$ cat src/rtl/sleep_pkg.sv
package sleep_pkg;

  typedef enum logic [1:0] {
    ST_RUN   = 2'd0,
    ST_SLEEP = 2'd1,
    ST_HOLD  = 2'd2
  } sleepState_e;

  typedef enum logic [1:0] {
    MD_IDLE  = 2'b00,
    MD_ADCNR = 2'b01,
    MD_PDOWN = 2'b10,
    MD_RSVD  = 2'b11
  } sleepMode_e;

  // Strobes from control to datapath
  typedef struct packed {
    logic enter;
    logic wake;
    logic finish;
    logic abort;
  } ctrlStrobe_t;

  // Wake source positions in the source vector
  localparam int SRC_W     = 6;
  localparam int SRC_EXT   = 0;
  localparam int SRC_PIN   = 1;
  localparam int SRC_TIMER = 2;
  localparam int SRC_ADC   = 3;
  localparam int SRC_COMP  = 4;
  localparam int SRC_WDT   = 5;

  function automatic logic [SRC_W-1:0] wakeMask(sleepMode_e md, logic extLevel);
    logic [SRC_W-1:0] m;
    m = '0;
    unique case (md)
      MD_IDLE: m = '1;
      MD_ADCNR: begin
        m[SRC_EXT] = 1'b1;
        m[SRC_PIN] = 1'b1;
        m[SRC_ADC] = 1'b1;
        m[SRC_WDT] = 1'b1;
      end
      MD_PDOWN: begin
        m[SRC_EXT] = extLevel;
        m[SRC_PIN] = 1'b1;
        m[SRC_WDT] = 1'b1;
      end
      default: m = '0;
    endcase
    return m;
  endfunction

endpackage

$ cat src/rtl/sleep_fsm.sv
module sleep_fsm
  import sleep_pkg::*;
(
  input  logic        clk,
  input  logic        rstN,
  input  logic        sleepStrobe,
  input  logic        sleepEn,
  input  logic [1:0]  modeSel,
  input  logic        rstReq,
  input  logic        wakeHit,
  input  logic        holdDone,
  output sleepState_e state,
  output ctrlStrobe_t strb
);

  sleepState_e nxtState;
  logic        entryOk;

  assign entryOk = sleepStrobe && sleepEn && (sleepMode_e'(modeSel) != MD_RSVD) && !rstReq;

  always_comb begin
    nxtState = state;
    strb     = '0;
    unique case (state)
      ST_RUN: begin
        if (entryOk) begin
          strb.enter = 1'b1;
          nxtState   = ST_SLEEP;
        end
      end
      ST_SLEEP: begin
        if (rstReq) begin
          strb.abort = 1'b1;
          nxtState   = ST_RUN;
        end else if (wakeHit) begin
          strb.wake = 1'b1;
          nxtState  = ST_HOLD;
        end
      end
      ST_HOLD: begin
        if (rstReq) begin
          strb.abort = 1'b1;
          nxtState   = ST_RUN;
        end else if (holdDone) begin
          strb.finish = 1'b1;
          nxtState    = ST_RUN;
        end
      end
      default: nxtState = ST_RUN;
    endcase
  end

  always_ff @(posedge clk or negedge rstN) begin
    if (!rstN) state <= ST_RUN;
    else       state <= nxtState;
  end

endmodule

$ cat src/rtl/sleep_dp.sv
module sleep_dp
  import sleep_pkg::*;
#(
  parameter int HOLD_CYC = 4,
  parameter int PC_DELAY = 2
) (
  input  logic             clk,
  input  logic             rstN,
  input  ctrlStrobe_t      strb,
  input  sleepState_e      state,
  input  logic [1:0]       modeSel,
  input  logic             adcEnabled,
  input  logic [SRC_W-1:0] srcVec,
  input  logic             extIsLevel,
  output logic             wakeHit,
  output logic             holdDone,
  output logic             clkEnTimer,
  output logic             clkEnAdc,
  output logic             clkEnComp,
  output logic             adcStart,
  output logic             resumeNext,
  output logic             restartVec,
  output logic             pinFlagSet
);

  localparam int CNT_W  = (HOLD_CYC > 1) ? $clog2(HOLD_CYC) : 1;
  localparam int PC_IDX = HOLD_CYC - 1 - PC_DELAY;

  sleepMode_e        curMode;
  logic [CNT_W-1:0]  holdCnt;
  logic              pcWake;

  // Latched depth and hold window
  always_ff @(posedge clk or negedge rstN) begin
    if (!rstN) begin
      curMode <= MD_IDLE;
      holdCnt <= '0;
      pcWake  <= 1'b0;
    end else begin
      if (strb.enter) curMode <= sleepMode_e'(modeSel);
      if (strb.wake) begin
        holdCnt <= CNT_W'(HOLD_CYC - 1);
        pcWake  <= (curMode == MD_PDOWN) && srcVec[SRC_PIN];
      end else if (state == ST_HOLD && holdCnt != '0) begin
        holdCnt <= holdCnt - 1'b1;
      end
      if (strb.finish || strb.abort) pcWake <= 1'b0;
    end
  end

  // Registered single-cycle indications
  always_ff @(posedge clk or negedge rstN) begin
    if (!rstN) begin
      adcStart   <= 1'b0;
      resumeNext <= 1'b0;
      restartVec <= 1'b0;
    end else begin
      adcStart   <= strb.enter && (sleepMode_e'(modeSel) == MD_IDLE) && adcEnabled;
      resumeNext <= strb.finish;
      restartVec <= strb.abort;
    end
  end

  assign wakeHit    = |(srcVec & wakeMask(curMode, extIsLevel));
  assign holdDone   = (holdCnt == '0);
  assign pinFlagSet = (state == ST_HOLD) && pcWake && (holdCnt == CNT_W'(PC_IDX));

  // Domain clock enables
  always_comb begin
    clkEnTimer = 1'b1;
    clkEnAdc   = 1'b1;
    clkEnComp  = 1'b1;
    if (state == ST_SLEEP) begin
      unique case (curMode)
        MD_ADCNR: begin
          clkEnTimer = 1'b0;
          clkEnComp  = 1'b0;
        end
        MD_PDOWN: begin
          clkEnTimer = 1'b0;
          clkEnAdc   = 1'b0;
          clkEnComp  = 1'b0;
        end
        default: ;
      endcase
    end
  end

endmodule

$ cat src/rtl/sleep_manager.sv
module sleep_manager
  import sleep_pkg::*;
#(
  parameter int HOLD_CYC = 4,
  parameter int PC_DELAY = 2
) (
  input  logic       clk,
  input  logic       rstN,
  input  logic       sleepEn,
  input  logic [1:0] modeSel,
  input  logic       sleepStrobe,
  input  logic       rstReq,
  input  logic       adcEnabled,
  input  logic       extIrq,
  input  logic       extIsLevel,
  input  logic       pinChg,
  input  logic       timerIrq,
  input  logic       adcIrq,
  input  logic       compIrq,
  input  logic       wdtIrq,
  output logic       cpuHalt,
  output logic       clkEnTimer,
  output logic       clkEnAdc,
  output logic       clkEnComp,
  output logic       adcStart,
  output logic       resumeNext,
  output logic       restartVec,
  output logic       pinFlagSet
);

  sleepState_e      fsmState;
  ctrlStrobe_t      strb;
  logic             wakeHit;
  logic             holdDone;
  logic [SRC_W-1:0] srcVec;

  always_comb begin
    srcVec            = '0;
    srcVec[SRC_EXT]   = extIrq;
    srcVec[SRC_PIN]   = pinChg;
    srcVec[SRC_TIMER] = timerIrq;
    srcVec[SRC_ADC]   = adcIrq;
    srcVec[SRC_COMP]  = compIrq;
    srcVec[SRC_WDT]   = wdtIrq;
  end

  sleep_fsm u_fsm (
    .clk         (clk),
    .rstN        (rstN),
    .sleepStrobe (sleepStrobe),
    .sleepEn     (sleepEn),
    .modeSel     (modeSel),
    .rstReq      (rstReq),
    .wakeHit     (wakeHit),
    .holdDone    (holdDone),
    .state       (fsmState),
    .strb        (strb)
  );

  sleep_dp #(
    .HOLD_CYC (HOLD_CYC),
    .PC_DELAY (PC_DELAY)
  ) u_dp (
    .clk        (clk),
    .rstN       (rstN),
    .strb       (strb),
    .state      (fsmState),
    .modeSel    (modeSel),
    .adcEnabled (adcEnabled),
    .srcVec     (srcVec),
    .extIsLevel (extIsLevel),
    .wakeHit    (wakeHit),
    .holdDone   (holdDone),
    .clkEnTimer (clkEnTimer),
    .clkEnAdc   (clkEnAdc),
    .clkEnComp  (clkEnComp),
    .adcStart   (adcStart),
    .resumeNext (resumeNext),
    .restartVec (restartVec),
    .pinFlagSet (pinFlagSet)
  );

  assign cpuHalt = (fsmState != ST_RUN);

endmodule

$ cat config.mk
export PLATFORM = sky130hd
export DESIGN_NAME = sleep_manager
export DESIGN_NICKNAME = d
export VERILOG_FILES = /design/src/rtl/sleep_pkg.sv /design/src/rtl/sleep_fsm.sv /design/src/rtl/sleep_dp.sv /design/src/rtl/sleep_manager.sv
export SDC_FILE = /design/constraint.sdc
export NUM_CORES = 1
export LEC_CHECK = 0
export ABC_CLOCK_PERIOD_IN_PS = 4400
export BUFFER_PORTS_ARGS = -buffer_cell sky130_fd_sc_hd__buf_2
export CAP_MARGIN = 20
export CORE_AREA = 2 2 49 42
export DETAILED_ROUTE_END_ITERATION = 12
export DIE_AREA = 0 0 51 44
export PLACE_DENSITY = 0.64
export SYNTH_ARGS = -nofsm -noshare
export SYNTH_HDL_FRONTEND = slang
export SYNTH_SLANG_ARGS = --single-unit
$ cat constraint.sdc
create_clock -name clk -period 4.4 [get_ports clk]
set_input_delay 0.44 -clock clk [delete_from_list [all_inputs] [get_ports clk]]
set_output_delay 0.44 -clock clk [all_outputs]
set_load 0.05 [all_outputs]
# Word-level counts from Yosys, hierarchy flattened
# Cells that the tools add are included.
# W data, S select, Z words.
[word_totals] reg_bits=10 latchBits=0 ramBits=0 rom_bits=0 wordCells=71 memories=0
[classes] n_addsub=1 multipliers=0 div=0 n_lt_le_gt_ge=0 eq_ne=9 n_shift=0 n_mux=28 n_bitwise=1 reduce_logical=25
[op_table] operator="$mux W1" n=19
[op_table] operator="$mux W2" n=7
[op_table] operator="$logic_and A1 B1 Y1" n=9
[op_table] operator="$logic_not A2 Y1" n=4
[op_table] operator="$reduce_bool A2 Y1" n=4
[op_table] operator="$and A6 B6 Y6" n=1
[op_table] operator="$eq A2 B1 Y1 const B" n=3
[op_table] operator="$pmux W2 S3" n=1
[op_table] operator="$reduce_or A2 Y1" n=3
[op_table] operator="$reduce_or A6 Y1" n=1
[op_table] operator="$eq A2 B2 Y1 const B" n=2
[op_table] operator="$pmux W2 S2" n=1
[op_table] operator="$ne A3 B2 Y1 const B" n=1
[op_table] operator="$ne A3 B3 Y1 const B" n=1
[op_table] operator="$reduce_and A3 Y1" n=1
[op_table] operator="$reduce_or A3 Y1" n=1
[op_table] operator="$ne A2 B1 Y1 const B" n=1
[op_table] operator="$ne A2 B2 Y1 const B" n=1
[op_table] operator="$sub A2 B1 Y2 const B" n=1
[op_table] operator="$logic_not A1 Y1" n=1
[op_table] operator="$logic_or A1 B1 Y1" n=1

# Depth between registers and ports, before layout
[logic_depth] depth_word=10 depth_mapped=6

# Modules after synthesis
# From an unflattened synthesis, not the netlist that was laid out.
[hier_totals] cells_unflattened=69 area_unflattened_um2=673.1
[modules_own_cells] module="sleep_dp" n_inst=1 cells_per_inst=44 area_per_inst_um2=449.2 seq_area_each_um2=200.2
[modules_own_cells] module="sleep_fsm" n_inst=1 cells_per_inst=24 area_per_inst_um2=217.7 seq_area_each_um2=50.0
[modules_own_cells] module="sleep_manager" n_inst=1 cells_per_inst=1 area_per_inst_um2=6.3 seq_area_each_um2=0.0

# Least setup slack after synthesis
# No wires, ideal clock.
[synth_timing] kind="register to output" start="reg u_dp.curMode[0]" end="out clkEnTimer" t_arrival_ns=1.350 path_slack_ns=2.610 stages_incl_launch_ff=5 path_buffers=1 path_cell_list="dfrtp_1 inv_1 ha_1 nand2_1 buf_4"
[synth_between] elab_chain_cells=4 elab_cells_between_ends=5 classes_between="eq/ne (2); mux (2); reduce/logical (1)"
[synth_rtl] item="start: declaration" line="sleep_dp.sv:29" rtl="sleepMode_e curMode;"
[synth_rtl] item="start signal: assignment" line="sleep_dp.sv:40" rtl="if (strb.enter) curMode <= sleepMode_e'(modeSel);"
[synth_rtl] item="$eq A2 B1 Y1 / $eq A2 B2 Y1 (equally long branches)"
[synth_rtl] item="$reduce_or A2 Y1 (no source line) *"
[synth_rtl] item="$mux W1 * (2 in a row)"
[synth_rtl] item="end: declaration" line="sleep_manager.sv:22" rtl="output logic clkEnTimer,"
# Every way passes the cells marked *; elsewhere a longest branch is shown, timed or not.

# Worst setup path in the final report
[layout_timing] start="reg u_fsm.state[0]" end="out pinFlagSet"
[layout_between] elab_chain_cells=3
[layout_rtl] item="start: declaration" line="sleep_fsm.sv:12" rtl="output sleepState_e state,"
[layout_rtl] item="start signal: assignment" line="sleep_fsm.sv:55" rtl="else state <= nxtState;"
[layout_rtl] item="$eq A2 B2 Y1" line="sleep_dp.sv:66" rtl="assign pinFlagSet = (state == ST_HOLD) && pcWake && (holdCnt == CNT_W'(PC_IDX));"
[layout_rtl] item="$logic_and A1 B1 Y1 (2 in a row)" line="sleep_dp.sv:66"
[layout_rtl] item="end: declaration" line="sleep_manager.sv:28" rtl="output logic pinFlagSet"
# No other way between the ends.

==> results.json <==
{
  "boundaryPins": 23,
  "yosys.cell_types.count": 27,
  "maxCapViolCount": 0,
  "vdd_drop_max_uv": 263,
  "grt_first_pass_wirelength_um": 2210,
  "finalCritPeriodShare_pct": 42.1,
  "critPathKind": "flip-flop to output pin",
  "drive_above_1_share_pct": 34.1,
  "clock_skew_ns": 0.00283,
  "cts.sinks": 10,
  "synthArstFlopShare_pct": 100,
  "area_delta_synth_final_pct": 25.1,
  "place_congestion": 0.698,
  "path_clk_slew_ns": 0.07,
  "rsz0062_at_grt": "false",
  "synth_cells": 63,
  "postRouteAntennaNets": 0,
  "routed_wl_um": 1310,
  "wl_per_cell_um": 11.7,
  "clk_latency_ns": 0.26,
  "p_total_mw": 0.560,
  "via_per_inst": 4.69,
  "ctsHoldBuffers": 0,
  "ys_seq_area_share_pct": 37.2,
  "worstHoldPathType": "input port to asynchronous set/reset pin",
  "place_area_um2": 806,
  "initial_core_util_pct": 38.0,
  "grt.overflow.total": 0,
  "status": "finished clean",
  "final_cells": 112,
  "cts_resized": 0,
  "drcViolationCount": 0,
  "finalHoldViolations": 0,
  "cts_setup_buffers": 0,
  "syn_nets": 88,
  "ys_ff_latch": 10,
  "setup_violations": 0,
  "startpoint_type": "flip-flop",
  "drv_slew": 0,
  "avgSynthCellArea_um2": 10.7,
  "vias": 525,
  "htreeDepth": 1,
  "end_kind": "output pin",
  "grt_pass1_vias": 522,
  "grt_start_max_net_pins": 11,
  "drtPass1Iterations": 4,
  "antenna_found_initial": 0,
  "cts_buffers": 3,
  "required_ns": 3.96,
  "syn-cell-area_um2": 673,
  "max_slew.worst_pin.slew_ns": 0.254,
  "ys_top_cells_by_area": "dfrtp_1 37%, ha_1 19%, mux2_1 6.7%",
  "drt_iter0_markers": 1,
  "period_needed_ns": 1.85,
  "die_x_um": 51,
  "relSlewSlack_pct": 82.8,
  "finish.instance_area_um2": 842,
  "cts_tree": "built",
  "fin_ws_ns": 2.55,
  "placedCellCount": 108,
  "core_area_mm2": 0.00177,
  "synth_area_leader_cell": "dfrtp_1",
  "fin_hold_ws_ns": 0.0222,
  "cts_root_buffer": "clkbuf_4",
  "io_buffer_count": 22,
  "cts_buffer_depth": 2,
  "final.setup.tns_ns": 0,
  "power_leakage_nw": 0.451,
  "synth_top_area_share_pct": 37.2,
  "worstPathMaxFanout": 4,
  "die-area_mm2": 0.00224,
  "grt_usage_pct": 14.0,
  "regToRegSetupSlack_ns": 2.59,
  "power_density_mw_per_mm2": 664,
  "timing.fmax_mhz": 540,
  "die_y_um": 44,
  "diodes": 0,
  "rows": 14,
  "synth_flop_cell": "dfrtp_1",
  "dp_hpwl_um": 1080,
  "ys_warn_count": 0,
  "nNetsFinal": 114,
  "post-route-util_pct": 47.6,
  "critPathArrivalTime_ns": 1.41,
  "synth_edf_count": 0,
  "post-place-ws_ns": 2.57
}
final timing paths:
kind                       cells after the start                        start                          end
max                                            4   u_fsm.state[0]$_DFFE_PN0P_                   pinFlagSet
min                                            1                         rstN  u_dp.curMode[1]$_DFFE_PN0P_
max reg2reg                                    6  u_dp.curMode[0]$_DFFE_PN0P_   u_fsm.state[0]$_DFFE_PN0P_
min reg2reg                                    2  u_dp.holdCnt[1]$_DFFE_PN0P_  u_dp.holdCnt[1]$_DFFE_PN0P_
max in group asynchronous                      1                         rstN   u_fsm.state[0]$_DFFE_PN0P_
min in group clk                               2                   modeSel[1]      u_dp.adcStart$_DFF_PN0_
power by group:
group / internal, mW / switching (mW) / total, mW
Sequential: 0.128 / 0.0237 / 0.152
Clock: 0.0502 / 0.0318 / 0.0820
Combinational: 0.114 / 0.212 / 0.326
cell usage in the layout (no fill, tap or decap), drive strengths merged, types with 2 or more instances in the layout:
cell and n:
o21ai 2, buf 22, dfrtp 10, nor3b 2, nor2b 2, nand2 6
clkbuf 4, mux2 4, ha 10, inv 8, and3 2
cell type report:
class,count,area (um^2)
flip-flops and latches,10,250
repair buffers,22,110
fillers,161,927
well taps,24,30.0
multi-input cells,44,385
clock buffers,4,36.3
inverters,8,30.0
sequential cells by signal (all words and copies together), names as in the netlist:
signal and count:
u_dp.resumeNext 1, u_dp.adcStart 1, u_dp.restartVec 1, u_dp.curMode 2, u_dp.pcWake 1, u_dp.holdCnt 2, u_fsm.state 2
worst max-delay path, stage by stage (launching register included):
cell,delay [ns]
dfrtp_1,0.41
inv_1,0.12
ha_1,0.22
and3_1,0.16
buf_2,0.25
synth_stat cells, types with 2 or more instances:
master / number
ha_1: 10
and3_1: 2
nand2_1: 6
nor2b_1: 2
dfrtp_1: 10
nor3b_1: 2
inv_1: 8
mux2_1: 4
cell families (layout without fill, tap and decap cells):
| logic type | Yosys count | in the layout | synth area share, % |
|---|---|---|---|
| and+or+nand+nor | 19 | 19 | 18.0 |
| adders and majority gates | 10 | 10 | 18.6 |
| AOI/OAI and AO/OA | 10 | 10 | 12.6 |
| DFF | 10 | 10 | 37.2 |
| buffers and inverters | 9 | 34 | 5.58 |
| muxes | 4 | 4 | 6.69 |
| xor gates and xnor gates | 1 | 1 | 1.30 |
metal layers:
| metal | track usage (%) | vias up | routed length (um) |
|---|---|---|---|
| li1 | - | 264 | - |
| met4 | 6.49 | 0 | 27 |
| met5 | 0 | - | 0 |
| met3 | 7.24 | 4 | 97 |
| met2 | 23.4 | 15 | 637 |
| met1 | 14.7 | 242 | 543 |
Power figures use the tool's default switching activity.
